===== config.mk =====
export PLATFORM = sky130hd
export DESIGN_NAME = i2s_clkgen
export DESIGN_NICKNAME = d
export VERILOG_FILES = /design/src/rtl/i2s_clkgen.sv
export SDC_FILE = /design/constraint.sdc
export NUM_CORES = 1
export LEC_CHECK = 0
export BUFFER_PORTS_ARGS = -buffer_cell sky130_fd_sc_hd__buf_2
export CAP_MARGIN = 20
export CORE_MARGIN = 2
export CORE_UTILIZATION = 26
export CTS_BUF_LIST = sky130_fd_sc_hd__clkbuf_16
export CTS_CLUSTER_DIAMETER = 40
export DETAILED_ROUTE_END_ITERATION = 12
export GPL_ROUTABILITY_DRIVEN = 0
export PLACE_DENSITY_LB_ADDON = 0.2
export REMOVE_ABC_BUFFERS = 1
export SYNTH_ARGS = -nofsm -noshare
export SYNTH_HDL_FRONTEND = slang
export SYNTH_SLANG_ARGS = --single-unit

===== constraint.sdc =====
create_clock -name clk -period 3.3 [get_ports clk]
set_input_delay 0.825 -clock clk [delete_from_list [all_inputs] [get_ports clk]]
set_output_delay 0.825 -clock clk [all_outputs]
set_load 0.005 [all_outputs]

===== src/rtl/i2s_clkgen.sv =====
module i2s_clkgen #(
  parameter int SLOT_BITS = 32,
  parameter int DATA_BITS = 16,
  parameter int SWL_OK    = 3,
  parameter int DWL_OK    = 1,
  parameter int CNT_W     = 7
) (
  input  logic       clk,
  input  logic       rst_n,
  input  logic       mck1_edge,
  input  logic       mck2_edge,
  input  logic       use_clk1,
  input  logic [3:0] div_code,
  input  logic       bclk_inv,
  input  logic       fclk_inv,
  input  logic [2:0] swl_code,
  input  logic [2:0] dwl_code,
  input  logic       tx_en,
  input  logic       rx_en,
  input  logic       frame_keep,
  output logic       bclk,
  output logic       fclk,
  output logic       launch_stb,
  output logic       capture_stb,
  output logic       slot_right,
  output logic [4:0] bit_pos,
  output logic       data_act,
  output logic [3:0] data_idx,
  output logic       idle
);
  localparam int POS_W = $clog2(SLOT_BITS);
  localparam int FRM_W = POS_W + 1;
  localparam int IDX_W = $clog2(DATA_BITS);

  function automatic logic [CNT_W:0] ratio_of(input logic [3:0] c);
    logic [CNT_W:0] r;
    if (!c[3])
      r = {{CNT_W{1'b0}}, 1'b1} << c[2:0];
    else if (c <= 4'd12)
      r = {{(CNT_W-2){1'b0}}, 3'd6} << c[2:0];
    else
      r = '0;
    return r;
  endfunction

  logic [3:0]       div_q;
  logic             src_q, binv_q, finv_q;
  logic             run, braw, idle_q, lst, cst;
  logic [CNT_W-1:0] hcnt;
  logic [FRM_W-1:0] bitc;

  wire active = tx_en | rx_en;
  wire [CNT_W:0] n_in = ratio_of(div_code);
  wire [CNT_W:0] n_q  = ratio_of(div_q);
  wire cfg_ok = (n_in != '0) && (swl_code == 3'(SWL_OK)) && (dwl_code == 3'(DWL_OK));
  wire tick = src_q ? mck1_edge : mck2_edge;
  wire half = run && tick && ({1'b0, hcnt} == n_q - 1'b1);
  wire rise = half && !braw;
  wire fall = half && braw;
  wire wrap = fall && (bitc == '1);
  wire stop = wrap && !active && !frame_keep;

  always_ff @(posedge clk) begin
    if (!rst_n) begin
      run <= 1'b0; braw <= 1'b0; hcnt <= '0; bitc <= '0;
      lst <= 1'b0; cst <= 1'b0; idle_q <= 1'b1;
      div_q <= '0; src_q <= 1'b0; binv_q <= 1'b0; finv_q <= 1'b0;
    end else begin
      lst <= fall && !stop;
      cst <= rise;
      if (!run) begin
        div_q  <= div_code;
        src_q  <= use_clk1;
        binv_q <= bclk_inv;
        finv_q <= fclk_inv;
        hcnt   <= '0;
        braw   <= 1'b0;
        bitc   <= '0;
        run    <= (active || frame_keep) && cfg_ok;
      end else begin
        if (tick) hcnt <= half ? '0 : hcnt + 1'b1;
        if (half) braw <= ~braw;
        if (fall) bitc <= bitc + 1'b1;
        if (stop) run <= 1'b0;
      end
      if (active) idle_q <= 1'b0;
      else if (!run || wrap) idle_q <= 1'b1;
    end
  end

  wire [POS_W-1:0] pos = bitc[POS_W-1:0];

  assign bclk        = run & (braw ^ binv_q);
  assign fclk        = bitc[FRM_W-1] ^ finv_q;
  assign slot_right  = bitc[FRM_W-1];
  assign bit_pos     = 5'(pos);
  assign data_act    = run && (pos != '0) && (pos <= POS_W'(DATA_BITS));
  assign data_idx    = 4'(IDX_W'(DATA_BITS) - IDX_W'(pos));
  assign launch_stb  = lst;
  assign capture_stb = cst;
  assign idle        = idle_q;

  a_r2_stopped_quiet: assert property (@(posedge clk) disable iff (!rst_n)
    !run |-> (!bclk && !launch_stb && !capture_stb));

  a_r11_launch_on_edge: assert property (@(posedge clk) disable iff (!rst_n)
    launch_stb |-> (bclk != $past(bclk)));

  a_r11_capture_on_edge: assert property (@(posedge clk) disable iff (!rst_n)
    capture_stb |-> (bclk != $past(bclk)));

  a_r4_pos_step: assert property (@(posedge clk) disable iff (!rst_n)
    launch_stb |-> (bit_pos == 5'($past(bit_pos) + 1'b1)));

  a_r9_enable_clears_idle: assert property (@(posedge clk) disable iff (!rst_n)
    (tx_en || rx_en) |=> !idle);

  a_r10_cfg_frozen: assert property (@(posedge clk) disable iff (!rst_n)
    (run && $past(run)) |-> ($stable(div_q) && $stable(src_q) && $stable(binv_q) && $stable(finv_q)));
endmodule


==> results of run 1 <==
[routing by layer]
metal | GRT usage | vias to the layer above | routed length, um
met5 | 0 | - | 0
met4 | 0.0269 | 0 | 24
met3 | 0.0150 | 2 | 107
met2 | 0.204 | 21 | 2200
met1 | 0.143 | 749 | 2140
li1 | - | 827 | -
[synthesized netlist by cell type (6+ instances only)]
cell type	count	share of area
xnor2_1	11	0.050
nand2b_1	8	0.026
inv_1	8	0.015
ha_1	12	0.077
nand3_1	6	0.015
dfxtp_1	25	0.26
nor2b_1	10	0.032
xor2_1	8	0.036
nand2_1	23	0.045
mux2i_1	15	0.077
nor3_1	11	0.028
[worst min-delay path: cells and delay by family, from the launching register on]
family | cells | cell delay, ns
flops | 1 | 0.35
simple gates | 1 | 0.07
compound gates | 1 | 0.07
[state kept, by name, summed over array words and instances, names as in the netlist]
name and flops:
binv_q 1, bitc 6, braw 1, capture_stb 1, div_q 4, finv_q 1
hcnt 7, idle 1, launch_stb 1, run 1, src_q 1
[cell families after synthesis]
| logic type | Yosys count | share of synthesized area |
|---|---|---|
| simple gates | 85 | 0.245 |
| mux | 17 | 0.0910 |
| xor+xnor | 20 | 0.0943 |
| flops | 25 | 0.258 |
| buf+inv | 20 | 0.0510 |
| fa+ha+maj | 12 | 0.0775 |
| compound gates | 35 | 0.183 |
[path summary, 6_finish.rpt]
kind | startpoint | endpoint | slack (ns) | depth (start not counted)
setup / recovery | div_q[1] | bitc[1] | 0.22 | 10
hold / removal | hcnt[1] | hcnt[1] | 0.53 | 2
setup reg to reg | div_q[1] | bitc[1] | 0.22 | 10
hold reg to reg | hcnt[1] | hcnt[1] | 0.53 | 2
[power by group]
part	total (uW)	internal [uW]	leakage, uW	switching, uW
logic	145	60.2	0.000641	85.1
clock network	275	163	0.0000409	111
registers	313	307	0.000204	5.67
[metrics by stage]
step / util / hold WS [ns] / power [uW]
6_report: 0.318 / 0.532 / 733
5_1_grt: 0.318 / 0.562 / 770
4_1_cts: 0.316 / 0.537 / 740
3_5_place_dp: 0.305 / 0.525 / 462
3_3_place_gp: 0.305 / 0.521 / 463
2_1_floorplan: - / 0.483 / 422
[area by class of cell]
cell class                      instances  area [sq um]  share of cell area
Clock inverter                          1          5.00             0.00217
Sequential cell                        25           500               0.217
Clock buffer                            3          75.1              0.0326
Tap cell                               99           124              0.0537
Inverter                                9          33.8              0.0147
Multi-Input combinational cell        169          1350               0.587
Timing Repair Buffer                   40           213              0.0923
[what timing repair did]
action	CTS	global route
resized for setup	0	2
setup endpoints to repair	0	9
hold endpoints to repair	0	0
==> results.py, run 1 <==
metrics = {
    "worst_setup_path": {
        "cp_slowest_cell": "or3b_4",
        "critPathKind": "reg -> reg",
        "slowest_delay_ns": 0.43,
        "end_kind": "flip-flop",
        "path_common_cell": "a2111oi_4",
        "path_buf_inv": 1,
        "worstPathRequired_ns": 3.49,
        "worstPathCellList": "inv_1 > ha_2 > or3b_4 > ha_1 > xor2_1 > nand4_2 > a2111oi_4 > nand3_4 > a2111oi_4 > mux2i_1",
        "cp_top_family": "compound AO/OA/AOI/OAI gates",
        "critPathMaxFanout": 9,
        "critPathLaunchType": "flip-flop",
        "arrival_ns": 3.28,
    },
    "drt": {
        "drc": 0,
        "drt_first_pass_iters": 4,
        "ant_nets": 0,
        "wirelength_mm": 4.47,
        "viasPerCell": 4.62,
        "avgRoutedWirePerCell_um": 12.9,
        "vias": 1599,
        "drt_iter0_drc": 61,
    },
    "sta": {
        "clock.fmax_ghz": 0.324,
        "fin_crit_ns": 3.08,
        "hold_viol_final": 0,
        "slew_headroom": 0.549,
        "rsz0062_at_grt": "no",
        "skew_ns": 0.00526,
        "post-route-period-util": 0.935,
        "setup_viol": 0,
        "final.setup.tns_ns": 0,
        "worst_pin_slew_ns": 0.674,
        "slew_violations": 0,
        "layout_setup_ws_ns": 0.216,
    },
    "yosys": {
        "synthCells": 214,
        "ys_async_sr_fraction": 0,
        "seq_area_frac_synth": 0.258,
        "synth-edff-count": 0,
        "synthFlopType": "dfxtp_1",
        "ys_ff_latch": 25,
        "yosys_warnings": 0,
        "syn_area_per_cell_sq_um": 9.06,
        "netlist_area_sq_um": 1940,
        "synth.distinct_cells": 58,
    },
    "pwr": {
        "power_leakage_uw": 0.000885,
        "vdd_drop_max_uv": 159,
        "power.density_nw_per_um2": 318,
    },
    "status": {
        "status": "finished, final reports clean",
    },
    "floorplanning": {
        "ioPinCount": 36,
        "core_area_sq_um": 7250,
        "dieWidth_um": 90.3,
        "die_height_um": 90.3,
        "row_count": 31,
        "start_util": 0.267,
        "die_area_sq_um": 8160,
    },
    "placed_design": {
        "dp_slack_ns": 0.203,
        "io_buffers": 35,
        "hpwlAfterDp_mm": 3.44,
        "dpl.cell_count": 342,
        "dpl-instance-area_sq_um": 2210,
    },
    "clock_tree": {
        "clk_pin_slew_ns": 0.07,
        "post_cts_buffers": 0,
        "clockBufferDepth": 2,
        "clk_latency_ns": 0.26,
        "h-tree-depth": 1,
        "clockRootBuffer": "clkbuf_16",
        "cts_tree": "done",
        "cts.sinks": 25,
        "cts_inserted_buffers": 3,
        "cts_hold_buf": 0,
    },
    "global_route": {
        "grt_antenna_before_repair": 0,
        "grt_pass1_vias": 1585,
        "grt.total_usage": 0.113,
        "grt_pass1_wl_mm": 7.70,
        "grt_max_degree": 17,
        "grt.overflow.total": 0,
    },
    "cells_and_area": {
        "layout_common_cells": "buf_2 (35), dfxtp_1 (25), nand2_1 (23)",
        "stdcell_area_sq_um": 2300,
        "finalNonFillerCells": 346,
        "fin_nets": 280,
        "fill_cells": 769,
        "areaGrowthSynthToFinish_pct": 18.9,
        "diodes": 0,
        "final_common_cell": "buf_2",
        "layout-drive-gt1-share": 0.259,
    },
    "run": {
        "maxCapViolCount": 0,
    },
    "hold_path": {
        "hp-class": "reg -> reg",
    },
}
Note: power is estimated with default switching activity, not from simulation.
==> run 2, diff against run 1 <==
==> constraint.sdc (replaced) <==
create_clock -name clk -period 3.9 [get_ports clk]
set_input_delay 0.975 -clock clk [delete_from_list [all_inputs] [get_ports clk]]
set_output_delay 0.975 -clock clk [all_outputs]
set_load 0.005 [all_outputs]
==> results.py, run 2 (synthesized netlist as in run 1, its figures left out) <==
metrics = {
    "sta": {
        "setup_viol": 0,
        "slew_violations": 0,
        "rsz0062_at_grt": "no",
        "worst_pin_slew_ns": 0.572,
        "hold_viol_final": 0,
        "fin_crit_ns": 3.15,
        "clock.fmax_ghz": 0.318,
        "post-route-period-util": 0.808,
        "slew_headroom": 0.617,
        "final.setup.tns_ns": 0,
        "skew_ns": 0.00777,
    },
    "clock_tree": {
        "cts_resized": 0,
        "cts_hold_buf": 0,
        "clk_pin_slew_ns": 0.07,
        "post_cts_buffers": 0,
        "cts_inserted_buffers": 3,
        "clockBufferDepth": 2,
        "clk_latency_ns": 0.27,
        "cts.sinks": 25,
        "clockRootBuffer": "clkbuf_16",
        "cts_tree": "done",
        "h-tree-depth": 1,
    },
    "worst_setup_path": {
        "end_kind": "flip-flop",
        "reg2reg_from": "div_q[1]",
        "worstPathRequired_ns": 4.09,
        "rr_worst_depth": 10,
        "critPathKind": "reg -> reg",
        "critPathLaunchType": "flip-flop",
        "arrival_ns": 3.34,
        "critPathMaxFanout": 9,
        "rr_endpoint": "bitc[1]",
        "ff2ff_setup_slack_ns": 0.75,
    },
    "floorplanning": {
        "start_util": 0.267,
        "core_area_sq_um": 7250,
        "row_count": 31,
        "ioPinCount": 36,
        "die_height_um": 90.3,
        "die_area_sq_um": 8160,
        "dieWidth_um": 90.3,
    },
    "drt": {
        "viasPerCell": 4.68,
        "vias": 1605,
        "ant_nets": 0,
        "drc": 0,
        "avgRoutedWirePerCell_um": 13.3,
        "drt_first_pass_iters": 4,
        "drt_iter0_drc": 46,
        "wirelength_mm": 4.55,
    },
    "pwr": {
        "p_int_uw": 451,
        "power.density_nw_per_um2": 275,
        "clkPwrFrac": 0.387,
        "p_sw_uw": 175,
        "switching_share": 0.279,
        "combPwrFrac": 0.185,
        "vdd_drop_max_uv": 142,
        "power_leakage_uw": 0.000871,
        "p_seq_frac": 0.428,
    },
    "global_route": {
        "grt_antenna_before_repair": 0,
        "grt_max_degree": 17,
        "grt.overflow.total": 0,
        "grt_pass1_vias": 1473,
        "grt.total_usage": 0.114,
        "grt_pass1_wl_mm": 7.65,
    },
    "placed_design": {
        "io_buffers": 35,
        "hpwlAfterDp_mm": 3.54,
        "dpl-instance-area_sq_um": 2190,
    },
    "cells_and_area": {
        "fill_cells": 793,
        "diodes": 0,
        "stdcell_area_sq_um": 2270,
        "layout-drive-gt1-share": 0.246,
        "largest_register": "hcnt",
        "areaGrowthSynthToFinish_pct": 17.2,
        "layout_common_cells": "buf_2 (35), dfxtp_1 (25), nand2_1 (23)",
        "largestRegisters": "hcnt (7), bitc (6), div_q (4)",
        "final_common_cell": "buf_2",
        "multi_input_area_sq_um": 1340,
        "largest_reg_flops": 7,
        "register_area_sq_um": 500,
        "fin_nets": 277,
    },
    "hold_path": {
        "hp-start": "bitc[5]",
        "min_path_cells": 2,
        "hp-class": "reg -> reg",
        "min_to": "bitc[5]",
    },
    "status": {
        "status": "finished, final reports clean",
    },
    "run": {
        "maxCapViolCount": 0,
    },
}
-- run 2: cell types whose count changed in the layout (fill, tap and decap cells not counted) --
| cell | previous run | this run |
|---|---|---|
| buf_4 | 5 | 2 |
| a2111oi_2 | 3 | 4 |
| a2111oi_4 | 3 | 2 |
| clkinv_2 | 1 | 0 |
| ha_1 | 11 | 12 |
| ha_2 | 1 | 0 |
| inv_6 | 0 | 1 |
-- run 2: layout make-up --
cell class / count / share of cell area
repair buffers: 37 / 0.0837
flip-flops and latches: 25 / 0.220
clock inverters: 1 / 0.00386
well taps: 99 / 0.0545
inverters: 9 / 0.0149
clock buffers: 3 / 0.0331
multi-input cells: 169 / 0.590
-- run 2: worst max-delay path by stage --
stage / startpoint / to / slack [ns] / depth (start not counted)
floorplan: div_q[1] / run / 0.86 / 10
global placement: div_q[1] / bitc[0] / 0.84 / 10
detailed placement: div_q[1] / bitc[1] / 0.79 / 10
CTS: div_q[1] / bitc[3] / 0.75 / 10
global route: div_q[1] / bitc[0] / 0.55 / 10
finish: div_q[1] / bitc[1] / 0.75 / 10
-- run 2: layer usage --
| layer | up-vias | GRT usage | share of wire |
|---|---|---|---|
| met2 | 30 | 0.187 | 0.48 |
| met1 | 743 | 0.159 | 0.49 |
| li1 | 827 | - | - |
| met3 | 5 | 0.0150 | 0.027 |
| met4 | 0 | 0.0269 | 0.011 |
| met5 | - | 0 | 0 |
-- run 2: critical path, cell delays in order, from the launching register on --
cell	delay, ns
dfxtp_1	0.37
inv_1	0.10
ha_1	0.32
or3b_4	0.44
ha_1	0.31
xor2_1	0.17
nand4_2	0.15
a2111oi_4	0.38
nand3_4	0.19
a2111oi_4	0.40
mux2i_1	0.22
-- run 2: power groups by stage --
stage / combinational (uW) / sequential (uW) / clock, uW
final: 116 / 268 / 242
after global routing: 128 / 269 / 263
after CTS: 117 / 268 / 249
after detailed placement: 116 / 274 / 0
after global placement: 115 / 274 / 0
after floorplan: 85.3 / 272 / 0
-- run 2: per-stage QoR --
stage               hold slack [ns]  worst slack (ns)  utilization  total power (uW)  std cells
floorplan                     0.483             0.863            -               357        203
global placement              0.513             0.836        0.302               389        339
detailed placement            0.513             0.792        0.302               390        339
CTS                           0.523             0.751        0.313               634        343
global route                  0.565             0.550        0.313               660        343
finish                        0.519             0.750        0.313               625        343
